## src/rtl/gpio_port_pkg.sv

```systemverilog
package gpio_port_pkg;

  typedef enum logic [1:0] {
    ADDR_DATA  = 2'd0,
    ADDR_OMODE = 2'd1,
    ADDR_IMODE = 2'd2,
    ADDR_RSVD  = 2'd3
  } reg_addr_e;

endpackage

```

## src/rtl/gpio_port_regs.sv

```systemverilog
module gpio_port_regs
  import gpio_port_pkg::*;
#(
  parameter int unsigned WIDTH = 8
) (
  input  logic             clk_i,
  input  logic             rst_ni,
  input  logic             we_i,
  input  reg_addr_e        addr_i,
  input  logic [WIDTH-1:0] wdata_i,
  output logic [WIDTH-1:0] latch_o,
  output logic [WIDTH-1:0] omode_o,
  output logic [WIDTH-1:0] imode_o,
  output logic [WIDTH-1:0] rdata_o
);

  localparam logic [WIDTH-1:0] LATCH_RST = {WIDTH{1'b1}};
  localparam logic [WIDTH-1:0] OMODE_RST = {WIDTH{1'b0}};
  localparam logic [WIDTH-1:0] IMODE_RST = {WIDTH{1'b1}};

  logic wr_data, wr_omode, wr_imode;

  assign wr_data  = we_i && (addr_i == ADDR_DATA);
  assign wr_omode = we_i && (addr_i == ADDR_OMODE);
  assign wr_imode = we_i && (addr_i == ADDR_IMODE);

  always_ff @(posedge clk_i or negedge rst_ni) begin
    if (!rst_ni) begin
      latch_o <= LATCH_RST;
      omode_o <= OMODE_RST;
      imode_o <= IMODE_RST;
    end else begin
      if (wr_data)  latch_o <= wdata_i;
      if (wr_omode) omode_o <= wdata_i;
      if (wr_imode) imode_o <= wdata_i;
    end
  end

  always_comb begin
    unique case (addr_i)
      ADDR_DATA:  rdata_o = latch_o;
      ADDR_OMODE: rdata_o = omode_o;
      ADDR_IMODE: rdata_o = imode_o;
      default:    rdata_o = '0;
    endcase
  end

  AST_WRITE_LANDS: assert property (@(posedge clk_i) disable iff (!rst_ni)
    (we_i && addr_i == ADDR_DATA) |=> (latch_o == $past(wdata_i)));

  AST_RSVD_NO_EFFECT: assert property (@(posedge clk_i) disable iff (!rst_ni)
    (we_i && addr_i == ADDR_RSVD) |=>
      ($stable(latch_o) && $stable(omode_o) && $stable(imode_o)));

endmodule

```

## src/rtl/gpio_pin_cell.sv

```systemverilog
module gpio_pin_cell (
  input  logic latch_i,
  input  logic omode_i,
  input  logic imode_i,
  input  logic own_i,
  input  logic pout_i,
  input  logic pin_is_in_i,
  input  logic force_od_i,
  input  logic pull_dis_i,
  output logic drv_hi_o,
  output logic drv_lo_o,
  output logic pull_en_o,
  output logic skip_o
);

  logic eff_val, push_pull, drv_off;

  assign eff_val   = own_i ? pout_i : latch_i;
  assign push_pull = omode_i & ~force_od_i;
  // peripheral input role disables both drivers
  assign drv_off   = own_i & pin_is_in_i;

  assign drv_hi_o  = ~drv_off & push_pull & eff_val;
  assign drv_lo_o  = ~drv_off & ~eff_val;
  // analog pins and pins sinking current get no pull-up
  assign pull_en_o = ~pull_dis_i & imode_i & ~drv_lo_o;
  assign skip_o    = ~imode_i;

endmodule

```

## src/rtl/gpio_read_sync.sv

```systemverilog
module gpio_read_sync #(
  parameter int unsigned WIDTH  = 8,
  parameter int unsigned STAGES = 2
) (
  input  logic             clk_i,
  input  logic             rst_ni,
  input  logic [WIDTH-1:0] pin_i,
  input  logic [WIDTH-1:0] imode_i,
  output logic [WIDTH-1:0] rd_o
);

  localparam int unsigned LAST = STAGES - 1;

  logic [STAGES-1:0][WIDTH-1:0] sync_q;

  always_ff @(posedge clk_i or negedge rst_ni) begin
    if (!rst_ni) sync_q[0] <= '0;
    else         sync_q[0] <= pin_i;
  end

  for (genvar s = 1; s < STAGES; s++) begin : g_stage
    always_ff @(posedge clk_i or negedge rst_ni) begin
      if (!rst_ni) sync_q[s] <= '0;
      else         sync_q[s] <= sync_q[s-1];
    end
  end

  // analog pins read as 0
  assign rd_o = sync_q[LAST] & imode_i;

  AST_SYNC_SHIFT: assert property (@(posedge clk_i) disable iff (!rst_ni)
    1'b1 |=> (sync_q[LAST] == $past(sync_q[LAST-1])));

  AST_ANALOG_READ_ZERO: assert property (@(posedge clk_i) disable iff (!rst_ni)
    ((rd_o & ~imode_i) == '0));

endmodule

```

## src/rtl/gpio_port_ctrl.sv

```systemverilog
module gpio_port_ctrl
  import gpio_port_pkg::*;
#(
  parameter int unsigned WIDTH       = 8,
  parameter int unsigned SYNC_STAGES = 2
) (
  input  logic             clk_i,
  input  logic             rst_ni,
  input  logic             reg_we_i,
  input  logic [1:0]       reg_addr_i,
  input  logic [WIDTH-1:0] reg_wdata_i,
  output logic [WIDTH-1:0] reg_rdata_o,
  input  logic             pullup_dis_i,
  input  logic [WIDTH-1:0] periph_own_i,
  input  logic [WIDTH-1:0] periph_out_i,
  input  logic [WIDTH-1:0] periph_in_i,
  input  logic [WIDTH-1:0] force_od_i,
  input  logic [WIDTH-1:0] pin_i,
  output logic [WIDTH-1:0] drv_hi_o,
  output logic [WIDTH-1:0] drv_lo_o,
  output logic [WIDTH-1:0] pull_en_o,
  output logic [WIDTH-1:0] skip_o,
  output logic [WIDTH-1:0] pin_rd_o
);

  logic [WIDTH-1:0] latch_q, omode_q, imode_q;
  reg_addr_e        addr;

  assign addr = reg_addr_e'(reg_addr_i);

  gpio_port_regs #(.WIDTH(WIDTH)) i_regs (
    .clk_i   (clk_i),
    .rst_ni  (rst_ni),
    .we_i    (reg_we_i),
    .addr_i  (addr),
    .wdata_i (reg_wdata_i),
    .latch_o (latch_q),
    .omode_o (omode_q),
    .imode_o (imode_q),
    .rdata_o (reg_rdata_o)
  );

  for (genvar p = 0; p < WIDTH; p++) begin : g_pin
    gpio_pin_cell i_cell (
      .latch_i     (latch_q[p]),
      .omode_i     (omode_q[p]),
      .imode_i     (imode_q[p]),
      .own_i       (periph_own_i[p]),
      .pout_i      (periph_out_i[p]),
      .pin_is_in_i (periph_in_i[p]),
      .force_od_i  (force_od_i[p]),
      .pull_dis_i  (pullup_dis_i),
      .drv_hi_o    (drv_hi_o[p]),
      .drv_lo_o    (drv_lo_o[p]),
      .pull_en_o   (pull_en_o[p]),
      .skip_o      (skip_o[p])
    );
  end

  gpio_read_sync #(.WIDTH(WIDTH), .STAGES(SYNC_STAGES)) i_sync (
    .clk_i   (clk_i),
    .rst_ni  (rst_ni),
    .pin_i   (pin_i),
    .imode_i (imode_q),
    .rd_o    (pin_rd_o)
  );

  AST_NO_CONTENTION: assert property (@(posedge clk_i) disable iff (!rst_ni)
    ((drv_hi_o & drv_lo_o) == '0));

  AST_FORCED_OD_NO_HIGH: assert property (@(posedge clk_i) disable iff (!rst_ni)
    ((drv_hi_o & force_od_i) == '0));

  AST_INPUT_ROLE_OFF: assert property (@(posedge clk_i) disable iff (!rst_ni)
    (((drv_hi_o | drv_lo_o) & periph_own_i & periph_in_i) == '0));

  AST_PULL_GLOBAL_OFF: assert property (@(posedge clk_i) disable iff (!rst_ni)
    pullup_dis_i |-> (pull_en_o == '0));

  AST_PULL_OFF_LOW: assert property (@(posedge clk_i) disable iff (!rst_ni)
    ((pull_en_o & drv_lo_o) == '0));

  AST_ANALOG_NO_PULL: assert property (@(posedge clk_i) disable iff (!rst_ni)
    ((pull_en_o & skip_o) == '0));

endmodule

```

## config.mk

```make
export PLATFORM = sky130hd
export DESIGN_NAME = gpio_port_ctrl
export DESIGN_NICKNAME = d
export VERILOG_FILES = /design/src/rtl/gpio_port_pkg.sv /design/src/rtl/gpio_port_regs.sv /design/src/rtl/gpio_pin_cell.sv /design/src/rtl/gpio_read_sync.sv /design/src/rtl/gpio_port_ctrl.sv
export SDC_FILE = /design/constraint.sdc
export NUM_CORES = 1
export LEC_CHECK = 0
export BUFFER_PORTS_ARGS = -buffer_cell sky130_fd_sc_hd__buf_2
export CAP_MARGIN = 20
export CORE_MARGIN = 2
export CORE_UTILIZATION = 47
export DETAILED_ROUTE_END_ITERATION = 8
export GPL_TIMING_DRIVEN = 0
export PLACE_DENSITY = 0.79
export SLEW_MARGIN = 40
export SYNTH_ARGS = -nofsm -noshare
export SYNTH_HDL_FRONTEND = slang
export SYNTH_SLANG_ARGS = --single-unit
```

## constraint.sdc

```tcl
create_clock -name clk_i -period 1.3 [get_ports clk_i]
set_input_delay 0.195 -clock clk_i [delete_from_list [all_inputs] [get_ports clk_i]]
set_output_delay 0.195 -clock clk_i [all_outputs]
set_load 0.05 [all_outputs]
```

==> summary.txt <==
Run status
  – Status: finished with violations
  – Failing checks: negative setup slack

Synthesis
  – Yosys reg bits: 40
  – Largest family of logic cells by synthesized area: multiplexers
  – Post-synthesis compound-gate area fraction: 0.0961
  – Post-synthesis cell area: roughly 2200 sq um
  – Primary FF master, synth: dfrtp_1
  – Dominant cell type by area after synthesis: dfrtp_1
  – Yosys Warn Count: 0
  – Count of cell types in the netlist: 19
  – Cell count after synthesis: 192
  – Leading cell types by count after synthesis: buf_4 (33), dfrtp_1 (24), mux2_2 (24)
  – Post-synthesis adder-cell area fraction: 0
  – Mux contribution to synthesized area: 0.160
  – Share of the synthesized area in the top cell type: 0.275
  – Post-Synth Simple-Gate Area: 0.141
  – Mean post-synth cell area: 11.4 sq um
  – Fraction of registers with async set/reset: 1.00
  – Post-Syn Nets: approximately 250
  – Count leader, synth: buf_4
  – Post-synthesis sequential area ratio: 0.467
  – Xor and xnor area share after synthesis: 0
  – EDFF count, synth: 0
  – Synth top area cells: dfrtp_1 (27%), dfstp_2 (19%), mux2_2 (12%)

Pwr
  – Power share of the clock group: 0.172
  – Power per cell area: approximately 1300 nW/um^2
  – Sw frac: 0.369
  – Leakage power: 1.74 nW
  – Flop pwr share: 0.321
  – Final Power: 5.10 mW
  – Sw power: 1.88 mW
  – Comb power frac: 0.507
  – VDD IR max: 1.02 mV
  – Internal Power: 3.22 mW

GRT
  – Initial antenna violation count: 0
  – Wire length of the first global-routing pass: roughly 9.4 mm
  – Largest net degree at the start of global routing: 41
  – GRT Total Usage: 0.237
  – Number of global-route vias before repair: ~1,900
  – Total global routing overflow: 0

Floorplanning
  – I/O pin count: 102
  – Die span in y: 72.2 microns
  – Die span in x: 72.2 microns
  – Placement Rows: 24
  – Die area: 5220 sq um
  – Core Area: 4410 sq um
  – Starting density of the core: 0.495

Worst setup path
  – Reg2reg start: i_regs.latch_o[2]$_DFFE_PN1P_
  – Setup CP Type: reg -> out
  – Worst reg2reg path depth: 3
  – Crit path to: pull_en_o[6]
  – WP data arrival: 1.46 ns
  – Crit path required time: 1.11 ns
  – Crit-path max FO: 3
  – R2R setup slack: 0.33 ns
  – Reg2reg end: i_regs.latch_o[2]$_DFFE_PN1P_
  – Startpoint types: flop
  – Setup crit start: i_regs.latch_o[6]$_DFFE_PN1P_
  – Crit. End Element: output port

Place
  – Dpl cells: roughly 340
  – Dpl hpwl: 3.49 mm
  – Post-DP Area: 2810 sq um
  – Buffers on Ports: 100
  – Routability cong.: 0.679

Finish
  – Antenna diode count: 0
  – Final Net Count: 365
  – Util after Layout: 0.867
  – Area Overhead vs Synth: 75.0%
  – Post-route insts no fill: 364
  – Share of layout cells above drive strength 1: 0.808
  – Post-layout instance area: about 3800 sq um

Timing
  – Slew margin rel.: 0.506
  – Max Slew Vio Count: 0
  – PnR worst setup slack: -0.355 ns
  – Setup TNS: -8.32 ns
  – Final Hold Viols: 0
  – Slew @ Worst Pin: around 0.74 ns
  – RSZ-0062 raised after global routing: true
  – Min cycle time layout: 1.65 ns
  – Setup violators final: 48
  – Max Fclk: 0.604 GHz
  – Final worst path period share: 1.27
  – Skew final: 0.00337 ns

Clock tree
  – CTS sink count: 40
  – TritonCTS Buffers: 5
  – Clock transition at path regs: 0.07 ns
  – CTS Root Cell: clkbuf_8
  – Longest Clk Path Bufs: 2
  – H-tree depth: 2
  – CTS tree: yes
  – Worst skew pair latency: 0.28 ns

Drt
  – Number of vias per cell: 5.14
  – DRT Pass-1 Iters: 4
  – Vias: ~1,900
  – Final antenna-violating net count: 0
  – Routed WL: 6.46 mm
  – WL/cell: 17.7 microns
  – DR iter-0 viols: just under 50
  – Post-route DRC violation count: 0

Run
  – Total of max-cap violations: 0

Worst hold path
  – Hold Path Class: in -> reg
==> area by class of cell <==
| cell class | count | area (sq um) |
|---|---|---|
| clock buffers | 8 | 100 |
| multi-input cells | 108 | 1190 |
| inverters | 8 | 30.0 |
| fillers | 207 | 587 |
| flip-flops and latches | 40 | 1020 |
| plain buffers | 13 | 105 |
| repair buffers | 135 | 1320 |
| well taps | 52 | 65.1 |
==> how the worst min path moves through the flow <==
stage | from | to | slack, ns | cells past startpoint
final | pin_i[4] | i_sync.sync_q[4]$_DFF_PN0_ | 0.01 | 1
after global routing | pin_i[6] | i_sync.sync_q[6]$_DFF_PN0_ | 0.0005 | 1
after CTS | pin_i[1] | i_sync.sync_q[1]$_DFF_PN0_ | 0.002 | 1
after detailed placement | rst_ni | i_regs.omode_o[4]$_DFFE_PN0P_ | 0.20 | 1
after global placement | pin_i[6] | i_sync.sync_q[6]$_DFF_PN0_ | 0.30 | 1
after floorplan | rst_ni | i_regs.omode_o[0]$_DFFE_PN0P_ | -0.10 | 0
==> cell usage in the layout (no fill, tap or decap) <==
cell,n
nand2b_4,8
clkbuf_1,2
nand3b_2,2
nand2b_1,8
clkbuf_8,7
a211oi_1,1
nor3b_4,1
a211oi_2,7
nand3b_1,8
nor2b_1,1
buf_8,42
mux2i_4,1
a21oi_4,8
dfstp_2,16
buf_6,32
mux2_2,24
dfrtp_1,24
o21ai_0,8
o2bb2ai_2,6
buf_2,51
mux2i_1,5
o2bb2ai_4,2
mux2i_2,2
dlygate4sd3_1,3
inv_2,8
buf_4,19
and2_4,16
==> routing by layer <==
metal	part of all wire	vias to the layer above	GRT usage	routed length, microns
met5	0	-	0	0
met4	0.017	0	0.0671	110
met3	0.068	12	0.0542	441
met2	0.55	82	0.432	3530
met1	0.37	906	0.277	2380
li1	-	871	-	-
==> sequential cells by signal (all words and copies together), names as in the netlist <==
name            count
i_regs.imode_o      8
i_regs.omode_o      8
i_sync.sync_q      16
i_regs.latch_o      8
==> critical path, stage by stage, from the launching register on <==
cell and delay [ns]:
dfstp_2 0.57, nand2b_4 0.09, a211oi_2 0.22, buf_4 0.16
buf_8 0.13
==> cell families (layout without fill, tap and decap cells) <==
| family | after synthesis | in the layout |
|---|---|---|
| AO/OA/AOI/OAI | 32 | 32 |
| buffers and inverters | 44 | 164 |
| flip-flops | 40 | 40 |
| multiplexers | 32 | 32 |
| AND/OR/NAND/NOR | 44 | 44 |
==> stage by stage <==
step,hold slack [ns],worst slack [ns]
floorplan,-0.101,0.0355
CTS,0.00171,-0.304
global placement,0.303,-0.276
detailed placement,0.196,-0.280
global route,0.000519,-0.409
finish,0.0123,-0.355
==> power by group through the flow <==
stage | clock [mW] | combinational (mW) | sequential [mW]
2_1_floorplan | 0 | 1.29 | 1.60
3_3_place_gp | 0 | 1.61 | 1.63
3_5_place_dp | 0 | 1.63 | 1.64
4_1_cts | 0.904 | 2.39 | 1.62
5_1_grt | 0.950 | 2.69 | 1.66
6_report | 0.877 | 2.59 | 1.64
==> timing repair <==
item / in CTS / in global routing
setup buffers: 24 / 14
pin swaps: 9 / 11
hold buffers: 1 / 2
cloned: 0 / 0
resized for setup: 205 / 26
endpoints found under the setup margin: 48 / 48
endpoints found under the hold margin: 24 / 2
Note: power is estimated with default switching activity, not from simulation.
